<file path="src/rtl/vlcfg_pkg.sv">
package vlcfg_pkg;

    // Width of each packed field slot in the state view
    localparam int SLOT_W  = 6;
    localparam int PACK_W  = 4 * SLOT_W;

    typedef enum logic {
        CSR_MVL   = 1'b0,
        CSR_STATE = 1'b1
    } csr_sel_e;

    // Packed order gives: mvl_m1 [5:0], vl_m1 [11:6], doff [17:12], soff [23:18]
    typedef struct packed {
        logic [SLOT_W-1:0] soff;
        logic [SLOT_W-1:0] doff;
        logic [SLOT_W-1:0] vl_m1;
        logic [SLOT_W-1:0] mvl_m1;
    } vl_state_t;

    localparam vl_state_t STATE_RESET = '{soff: '0, doff: '0, vl_m1: '0, mvl_m1: '0};

    function automatic logic [SLOT_W-1:0] slot_min(input logic [SLOT_W-1:0] a,
                                                   input logic [SLOT_W-1:0] b);
        return (a < b) ? a : b;
    endfunction

    function automatic logic [SLOT_W-1:0] field_mask(input int fw);
        return SLOT_W'((64'd1 << fw) - 64'd1);
    endfunction

endpackage

</file>
<file path="src/rtl/vl_len_clamp.sv">
module vl_len_clamp
    import vlcfg_pkg::*;
#(
    parameter int XLEN    = 64,
    parameter int FIELD_W = $clog2(XLEN)
) (
    input  logic [XLEN-1:0]   req_len,
    input  logic [SLOT_W-1:0] mvl_m1,
    output logic [SLOT_W-1:0] grant_m1
);
    localparam logic [SLOT_W-1:0] FMASK = field_mask(FIELD_W);

    logic [XLEN-1:0] mvl_wide;
    logic [XLEN-1:0] len_dec;

    always_comb begin
        mvl_wide = XLEN'(mvl_m1 & FMASK) + XLEN'(1);
        len_dec  = req_len - XLEN'(1);
        if (req_len == '0) begin
            grant_m1 = '0;
        end else if (req_len > mvl_wide) begin
            grant_m1 = mvl_m1 & FMASK;
        end else begin
            grant_m1 = len_dec[SLOT_W-1:0] & FMASK;
        end
    end

endmodule

</file>
<file path="src/rtl/vl_state_next.sv">
module vl_state_next
    import vlcfg_pkg::*;
#(
    parameter int XLEN    = 64,
    parameter int FIELD_W = $clog2(XLEN)
) (
    input  vl_state_t         cur,
    input  logic              wr_en,
    input  csr_sel_e          sel,
    input  logic [XLEN-1:0]   wdata,
    input  logic              setvl_req,
    input  logic [SLOT_W-1:0] grant_m1,
    output vl_state_t         nxt
);
    localparam logic [SLOT_W-1:0] FMASK = field_mask(FIELD_W);

    vl_state_t         wr_fields;
    logic [SLOT_W-1:0] new_mvl;

    always_comb begin
        wr_fields = vl_state_t'(wdata[PACK_W-1:0]);
        new_mvl   = wdata[SLOT_W-1:0] & FMASK;
        nxt       = cur;
        if (setvl_req) begin
            nxt.vl_m1 = grant_m1;
        end else if (wr_en) begin
            if (sel == CSR_MVL) begin
                nxt.mvl_m1 = new_mvl;
                nxt.vl_m1  = slot_min(cur.vl_m1, new_mvl);
            end else begin
                nxt.mvl_m1 = wr_fields.mvl_m1 & FMASK;
                nxt.vl_m1  = slot_min(wr_fields.vl_m1 & FMASK, wr_fields.mvl_m1 & FMASK);
                nxt.doff   = wr_fields.doff & FMASK;
                nxt.soff   = wr_fields.soff & FMASK;
            end
        end
    end

endmodule

</file>
<file path="src/rtl/vl_csr_view.sv">
module vl_csr_view
    import vlcfg_pkg::*;
#(
    parameter int XLEN = 64
) (
    input  vl_state_t       st,
    input  csr_sel_e        sel,
    output logic [XLEN-1:0] rdata
);
    always_comb begin
        if (sel == CSR_MVL) begin
            rdata = XLEN'(st.mvl_m1);
        end else begin
            rdata = XLEN'(st);
        end
    end

endmodule

</file>
<file path="src/rtl/vl_config_unit.sv">
module vl_config_unit
    import vlcfg_pkg::*;
#(
    parameter int XLEN   = 64,
    parameter int RIDX_W = 5,
    localparam int FIELD_W = $clog2(XLEN),
    localparam int CNT_W   = FIELD_W + 1
) (
    input  logic              clk,
    input  logic              rst,
    input  logic              csr_wr_en,
    input  logic              csr_sel,
    input  logic [XLEN-1:0]   csr_wdata,
    output logic [XLEN-1:0]   csr_rdata,
    input  logic              setvl_req,
    input  logic [XLEN-1:0]   setvl_len,
    input  logic [RIDX_W-1:0] setvl_rd,
    output logic              setvl_valid,
    output logic [XLEN-1:0]   setvl_vl,
    output logic              setvl_rd_we,
    output logic [RIDX_W-1:0] setvl_rd_idx,
    output logic [CNT_W-1:0]  mvl_out,
    output logic [CNT_W-1:0]  vl_out
);
    vl_state_t         state_q;
    vl_state_t         state_d;
    logic [SLOT_W-1:0] grant_m1;
    csr_sel_e          sel_e;

    assign sel_e = csr_sel_e'(csr_sel);

    vl_len_clamp #(.XLEN(XLEN), .FIELD_W(FIELD_W)) u_clamp (
        .req_len  (setvl_len),
        .mvl_m1   (state_q.mvl_m1),
        .grant_m1 (grant_m1)
    );

    vl_state_next #(.XLEN(XLEN), .FIELD_W(FIELD_W)) u_next (
        .cur       (state_q),
        .wr_en     (csr_wr_en),
        .sel       (sel_e),
        .wdata     (csr_wdata),
        .setvl_req (setvl_req),
        .grant_m1  (grant_m1),
        .nxt       (state_d)
    );

    vl_csr_view #(.XLEN(XLEN)) u_view (
        .st    (state_q),
        .sel   (sel_e),
        .rdata (csr_rdata)
    );

    always_ff @(posedge clk) begin
        if (rst) begin
            state_q      <= STATE_RESET;
            setvl_valid  <= 1'b0;
            setvl_vl     <= XLEN'(1);
            setvl_rd_we  <= 1'b0;
            setvl_rd_idx <= '0;
        end else begin
            state_q      <= state_d;
            setvl_valid  <= setvl_req;
            setvl_rd_we  <= setvl_req && (setvl_rd != '0);
            if (setvl_req) begin
                setvl_vl     <= XLEN'(grant_m1) + XLEN'(1);
                setvl_rd_idx <= setvl_rd;
            end
        end
    end

    assign mvl_out = CNT_W'(state_q.mvl_m1[FIELD_W-1:0]) + CNT_W'(1);
    assign vl_out  = CNT_W'(state_q.vl_m1[FIELD_W-1:0]) + CNT_W'(1);

endmodule

</file>
<file path="config.mk">
export PLATFORM = sky130hd
export DESIGN_NAME = vl_config_unit
export DESIGN_NICKNAME = d
export VERILOG_FILES = /design/src/rtl/vlcfg_pkg.sv /design/src/rtl/vl_len_clamp.sv /design/src/rtl/vl_state_next.sv /design/src/rtl/vl_csr_view.sv /design/src/rtl/vl_config_unit.sv
export SDC_FILE = /design/constraint.sdc
export NUM_CORES = 1
export LEC_CHECK = 0
export ABC_CLOCK_PERIOD_IN_PS = 3970
export BUFFER_PORTS_ARGS = -buffer_cell sky130_fd_sc_hd__buf_4
export CAP_MARGIN = 20
export CORE_AREA = 2 2 112 114
export CTS_CLUSTER_SIZE = 24
export DETAILED_ROUTE_END_ITERATION = 8
export DIE_AREA = 0 0 114 116
export GPL_TIMING_DRIVEN = 0
export PLACE_DENSITY = 0.71
export RECOVER_POWER = 25
export SLEW_MARGIN = 15
export SYNTH_ARGS = -nofsm -noshare
export SYNTH_HDL_FRONTEND = slang
export SYNTH_HIERARCHICAL = 1
export SYNTH_SLANG_ARGS = --single-unit
</file>
<file path="constraint.sdc">
create_clock -name clk -period 3.97 [get_ports clk]
set_clock_uncertainty 0.1 [all_clocks]
set_input_delay 0.794 -clock clk [delete_from_list [all_inputs] [get_ports clk]]
set_output_delay 0.794 -clock clk [all_outputs]
set_load 0.03 [all_outputs]
</file>
==> qor.csv, run 1 <==
metric,value,unit
tightest_slew,0.706,ns
gp_congestion,0.872,
cts_buffers,5,
h-tree-depth,2,
cts_tree,done,
syn_inst,444,
post_cts_buffers,0,
rsz0062_at_grt,no,
drt_iter0_drc,189,
synthFlopType,dfxtp_1,
cap_violations,0,
std_cell_rows,40,
total_leakage_power,0.00279,uW
hold_class,flop to flop,
dieWidth,114,um
root_buffer,clkbuf_16,
cts_max_path_buffers,2,
netlist_area,0.00364,mm2
end_kind,flop,
setup_tns,0,ns
grt_max_degree,13,
clk_pin_slew_worst_paths,0.06,ns
max_freq,275,MHz
yosys_warnings,6,
required,4.06,ns
antenna_found_initial,0,
wl_per_cell,11.6,um
worst_slack,0.331,ns
max_slew_margin,52.6,%
gr-total-overflow,0,
vias_per_cell,4.15,
ant_nets,0,
routed_wl,9.74,mm
drc_errors,0,
p_per_area,261,mW/mm2
ys_types,46,
setup_viol,0,
worst-path-buf-inv,1,
grt_pass1_vias,3196,
cp_max_fo,10,
vdd_ir_drop_max,0.188,mV
clock_latency,0.28,ns
die_y,116,um
hold_ws,0.381,ns
multiInputGateArea,0.00231,mm2
period_minus_slack,3.64,ns
path_class,flop to flop,
fin_util,45.4,%
syn-mean-instance-area,8.20,um2
ff_latch_area,761,um2
place_ws,0.391,ns
cts_sinks,38,
num-fill-cells,1231,
crit_chain,inv_1 > nor3_1 > xnor2_1 > ha_1 > a21o_1 > a21oi_1 > and3_1 > o211ai_2 > o22ai_1 > ha_1 > nand3_1 > xor2_1 > a211oi_1,
layout-drive-gt1-share,43.1,%
io_buffers,147,
cpMostUsedCell,ha_1,
ios,287,
status,"finished, final reports clean",
ys_ff_latch,38,
critPathMaxStageDelay,0.54,ns
synth-edff-count,0,
ys_async_sr_fraction,0,%
final_max_slew_viol_count,0,
hold_buffers,0,
fin_nets,853,
drtPass1Iterations,5,
antennaDiodeCount,0,
timing.final.crit_share,91.7,%
crit_path_top_delay_cell,dfxtp_1,
core-area,0.0119,mm2
seq_area_frac_synth,20.9,%
finalHoldViolCount,0,
start_kind,flop,
route.vias.total,3486,
dp_hpwl,8.22,mm
area_growth,48.7,%
cp.arrival,3.73,ns
grt_pass1_wl,14.8,mm
grt.total_usage,13.7,%
start_util,30.6,%
cpLargestDelayFamily,compound AO/OA/AOI/OAI gates,
post_cts_resize_count,0,
dieArea,0.0132,mm2
-- synthesized netlist by cell type, types with 3 or more instances --
cell | count | area share (%)
nand2_1 | 29 | 3.0
and3_1 | 5 | 0.86
nor3_1 | 4 | 0.55
nand2b_1 | 3 | 0.52
nand3_1 | 13 | 1.8
and2_1 | 4 | 0.69
o311ai_0 | 6 | 1.4
mux2i_1 | 6 | 1.7
buf_4 | 105 | 22
dfxtp_1 | 38 | 21
o22ai_1 | 13 | 2.2
inv_1 | 21 | 2.2
xnor2_1 | 13 | 3.1
and2_2 | 14 | 2.9
clkbuf_1 | 5 | 0.52
nand4_1 | 6 | 1.0
xor2_1 | 6 | 1.4
a31oi_1 | 5 | 0.86
nor2b_1 | 28 | 4.8
nor4_1 | 13 | 2.2
ha_1 | 22 | 7.6
buf_2 | 4 | 0.55
a211oi_1 | 3 | 0.62
mux2_2 | 24 | 7.4
a21oi_1 | 12 | 1.7
nor2_1 | 15 | 1.5
-- kinds of logic (layout without fill, tap and decap cells) --
| kind of cell | count (synthesis) | in the layout | synth area share (%) |
|---|---|---|---|
| multiplexers | 30 | 30 | 9.08 |
| other | 2 | 97 | 0.206 |
| AO/OA/AOI/OAI | 54 | 54 | 10.4 |
| adder cells (fa/ha/maj) | 22 | 22 | 7.56 |
| flip-flops | 38 | 38 | 20.9 |
| buffers and inverters | 137 | 291 | 25.5 |
| XOR/XNOR | 19 | 19 | 4.57 |
| AND/OR/NAND/NOR | 142 | 142 | 21.8 |
-- tightest hold or removal path, stage by stage (launching register included) --
cell and delay (ns):
dfxtp_1 0.31, nor2_1 0.08, a211oi_1 0.05
-- cells in the final DEF, fill, tap and decap left out, drive strengths merged, types with 14 or more instances in the layout --
cell type	count
buf	244
conb	97
dfxtp	38
nand2	30
nor2b	28
clkbuf	25
mux2	24
ha	22
inv	21
and2	18
nor2	15
nor4	15
nand3	14
-- layer usage --
layer / routed length, um / GRT usage, % / vias up
li1: - / - / 1826
met1: 3960 / 16.6 / 1498
met2: 4930 / 25.4 / 156
met3: 811 / 3.29 / 6
met4: 36 / 1.63 / 0
met5: 0 / 0 / -
-- flip-flops by register name (all words and copies together), names as in the netlist --
signal,flops
setvl_rd_idx,5
setvl_rd_we,1
setvl_valid,1
setvl_vl,7
state_q,24
-- final cells by class --
cell class	instances	area share (%)
clock buffer	6	2.57
sequential	38	14.1
clock inverter	1	0.555
inverter	21	1.46
buffer	116	15.6
timing repair buffer	147	19.8
multi-input combinational	364	42.6
tap	147	3.40
-- where the power goes --
part | total, uW | internal [uW] | switching [uW]
logic | 532 | 233 | 299
registers | 422 | 400 | 22.0
clock network | 456 | 310 | 146
-- metrics by stage --
step                instances  instance area (um2)  total power, uW
finish                    840                 5410             1410
global route              840                 5410             1490
CTS                       840                 5450             1430
detailed placement        833                 5280              964
global placement          833                 5280              960
floorplan                 539                 4000              810
-- path summary, 6_finish.rpt --
check,start,end,slack [ns],cells past startpoint
hold reg to reg,setvl_vl[3]$_SDFFE_PP0P_,setvl_vl[3]$_SDFFE_PP0P_,0.38,2
hold / removal,setvl_vl[3]$_SDFFE_PP0P_,setvl_vl[3]$_SDFFE_PP0P_,0.38,2
setup / recovery,state_q[2]$_SDFF_PP0_,setvl_vl[4]$_SDFFE_PP0P_,0.33,13
setup reg to reg,state_q[2]$_SDFF_PP0_,setvl_vl[4]$_SDFFE_PP0P_,0.33,13
(Power assumes the default switching activity.)
==> run 2, diff against run 1 <==
- ABC_AREA: not set -> 1
- CORE_AREA: 2 2 112 114 -> not set
- CORE_MARGIN: not set -> 1.5
- CORE_UTILIZATION: not set -> 35
- DIE_AREA: 0 0 114 116 -> not set
- PLACE_DENSITY: 0.71 -> 0.77
==> run 2 against run 1 <==
Worst hold slack lost 0.011 ns; sequential share of layout area shrank 0.93 points; via count grew 17%; flip-flop and latch count is the same; clock power shrank 20%; die area shrank 6.8%; combinational power grew 3.9%; largest cell class unchanged.
==> qor.csv, run 2 <==
metric,value,unit
cp_max_fo,10,
fin_util,50.8,%
max_freq,313,MHz
post_cts_resize_count,0,
final_max_slew_viol_count,0,
syn-mean-instance-area,6.42,um2
ys_types,36,
gp_congestion,0.875,
clock_latency,0.27,ns
setup_viol,0,
route.vias.total,4075,
setup_tns,0,ns
seq_area_frac_synth,18.6,%
core-area,0.0114,mm2
synth_most_common_cell,nand2_1,
hold_class,flop to flop,
grt_pass1_vias,3612,
cts_buffers,5,
vdd_ir_drop_max,0.204,mV
end_kind,flop,
reg2reg_slack,0.78,ns
yosys-top-cells-count,"nand2_1, inv_1, buf_4",
timing.final.crit_share,80.4,%
clk_pin_slew_worst_paths,0.05,ns
synthFlopType,dfxtp_1,
fin_nets,1046,
ys_ff_latch,38,
grt_pass1_wl,16.4,mm
largest_registers,"state_q (24), setvl_vl (7), setvl_rd_idx (5)",
tightest_slew,0.562,ns
cts_max_path_buffers,2,
ios,287,
final_common_cell,buf_4,
ys_async_sr_fraction,0,%
regMostFlops,state_q,
whs_path_depth,2,
status,"finished, final reports clean",
crit_chain,nand3_1 > nor3_1 > xnor2_1 > ha_1 > nand3_1 > nand3_1 > nor2_1 > nand2_1 > nand2_1 > nand2_4 > nand2_1 > nand2_1 > nor2_2 > ha_1 > nand3_1 > nor2_1 > o21ai_1 > nand2_1 > inv_1,
synth-edff-count,0,
std_cell_rows,39,
gr-total-overflow,0,
r2r_end,setvl_vl[4]$_SDFFE_PP0P_,
cts_tree,done,
post_cts_buffers,0,
hold_ws,0.370,ns
max_slew_margin,62.6,%
drtPass1Iterations,4,
num-fill-cells,1200,
hold_end,setvl_vl[0]$_SDFFE_PP1P_,
syn_inst,636,
period_minus_slack,3.19,ns
rsz0062_at_grt,no,
drt_iter0_drc,162,
finalHoldViolCount,0,
reg2regPathDepth,19,
total_leakage_power,0.00352,uW
wl_per_cell,9.83,um
final_cell_mix,"buf_4, nand2_1, inv_1",
required,4.05,ns
hold_buffers,0,
netlist_area,0.00408,mm2
h-tree-depth,2,
cap_violations,0,
largest_register_ff_count,24,
vias_per_cell,3.96,
ant_nets,0,
root_buffer,clkbuf_16,
path_class,flop to flop,
start_kind,flop,
dieWidth,111,um
start_util,35.8,%
netlist.area_leader.share,19.1,%
netlist_top_cells_area,"buf_4, dfxtp_1, nand2_1, inv_1, nor2_1",
grt.total_usage,15.9,%
antennaDiodeCount,0,
synth_largest_area_cell,buf_4,
antenna_found_initial,0,
routed_wl,10.1,mm
crit_path_top_delay_cell,dfxtp_1,
dieArea,0.0123,mm2
p_per_area,231,mW/mm2
io_buffers,148,
area_growth,42.0,%
dp_hpwl,8.54,mm
critPathMaxStageDelay,0.59,ns
hp-start,setvl_vl[0]$_SDFFE_PP1P_,
grt_max_degree,12,
layout-drive-gt1-share,31.4,%
die_y,111,um
yosys_warnings,6,
timing.rr.start,state_q[2]$_SDFF_PP0_,
cp.arrival,3.27,ns
cpMostUsedCell,nand2_1,
cts_sinks,38,
drc_errors,0,
==> run 2: changes by cell type in the layout (fill, tap and decap cells not counted), sizes merged, moves of 9 or more <==
cell / previous run / this run
and2: 18 / 6
nor2b: 28 / 0
nand2: 30 / 128
nor2: 15 / 89
nor4: 15 / 0
mux2: 24 / 12
inv: 21 / 119
xnor2: 13 / 2
nand3: 14 / 44
xor2: 6 / 15
o22ai: 13 / 0
o21ai: 2 / 16
==> run 2: worst max-delay path: cells and delay by family (launching register included) <==
kind            cells  cell delay, ns
fa+ha+maj           2            0.49
xor+xnor            1            0.17
buf+inv             1            0.03
flops               1            0.59
simple gates       14            1.63
compound gates      1            0.09
==> run 2: how the worst max path moves through the flow <==
| stage | from | endpoint | slack, ns | cells past startpoint |
|---|---|---|---|---|
| 6_report | state_q[2]$_SDFF_PP0_ | setvl_vl[4]$_SDFFE_PP0P_ | 0.78 | 19 |
| 5_1_grt | state_q[2]$_SDFF_PP0_ | setvl_vl[4]$_SDFFE_PP0P_ | 0.30 | 19 |
| 4_1_cts | state_q[2]$_SDFF_PP0_ | setvl_vl[4]$_SDFFE_PP0P_ | 0.77 | 19 |
| 3_5_place_dp | state_q[0]$_SDFF_PP0_ | setvl_vl[4]$_SDFFE_PP0P_ | 0.78 | 20 |
| 3_3_place_gp | state_q[2]$_SDFF_PP0_ | setvl_vl[4]$_SDFFE_PP0P_ | 0.85 | 19 |
| 2_1_floorplan | state_q[0]$_SDFF_PP0_ | setvl_vl[4]$_SDFFE_PP0P_ | 1.27 | 20 |
==> run 2: area by class of cell <==
| type | instances | area, um2 | share of cell area (%) |
|---|---|---|---|
| inverter | 119 | 447 | 7.71 |
| tap | 143 | 179 | 3.09 |
| clock buffer | 7 | 133 | 2.29 |
| sequential | 38 | 761 | 13.1 |
| timing repair buffer | 148 | 1060 | 18.3 |
| buffer | 113 | 850 | 14.7 |
| multi-input combinational | 461 | 2370 | 40.9 |
==> run 2: routing by layer <==
| layer | part of all wire, % | track usage [%] | routed length (um) |
|---|---|---|---|
| met5 | 0 | 0 | 0 |
| met4 | 1.8 | 4.70 | 181 |
| met3 | 7.6 | 3.50 | 769 |
| met2 | 48 | 27.9 | 4840 |
| met1 | 43 | 19.4 | 4330 |
==> run 2: kinds of logic after synthesis <==
family          share of synthesized area [%]
buf+inv                                  31.9
flops                                    18.6
simple gates                             30.0
compound gates                           4.66
other cells                             0.184
fa+ha+maj                                6.74
xor+xnor                                 3.65
mux                                      4.23
==> run 2: power breakdown <==
part           internal, uW  total [uW]  switching (uW)
Sequential              401         420            18.8
Combinational           227         553             326
Clock                   229         367             138
Total                   857        1340             482
==> run 2: through the flow <==
stage | area, um2 | worst slack (ns) | power (uW) | instances
5_1_grt | 5800 | 0.300 | 1420 | 1029
3_3_place_gp | 5730 | 0.851 | 979 | 1022
4_1_cts | 5860 | 0.766 | 1360 | 1029
2_1_floorplan | 4440 | 1.27 | 831 | 731
3_5_place_dp | 5730 | 0.780 | 986 | 1022
6_report | 5800 | 0.779 | 1340 | 1029
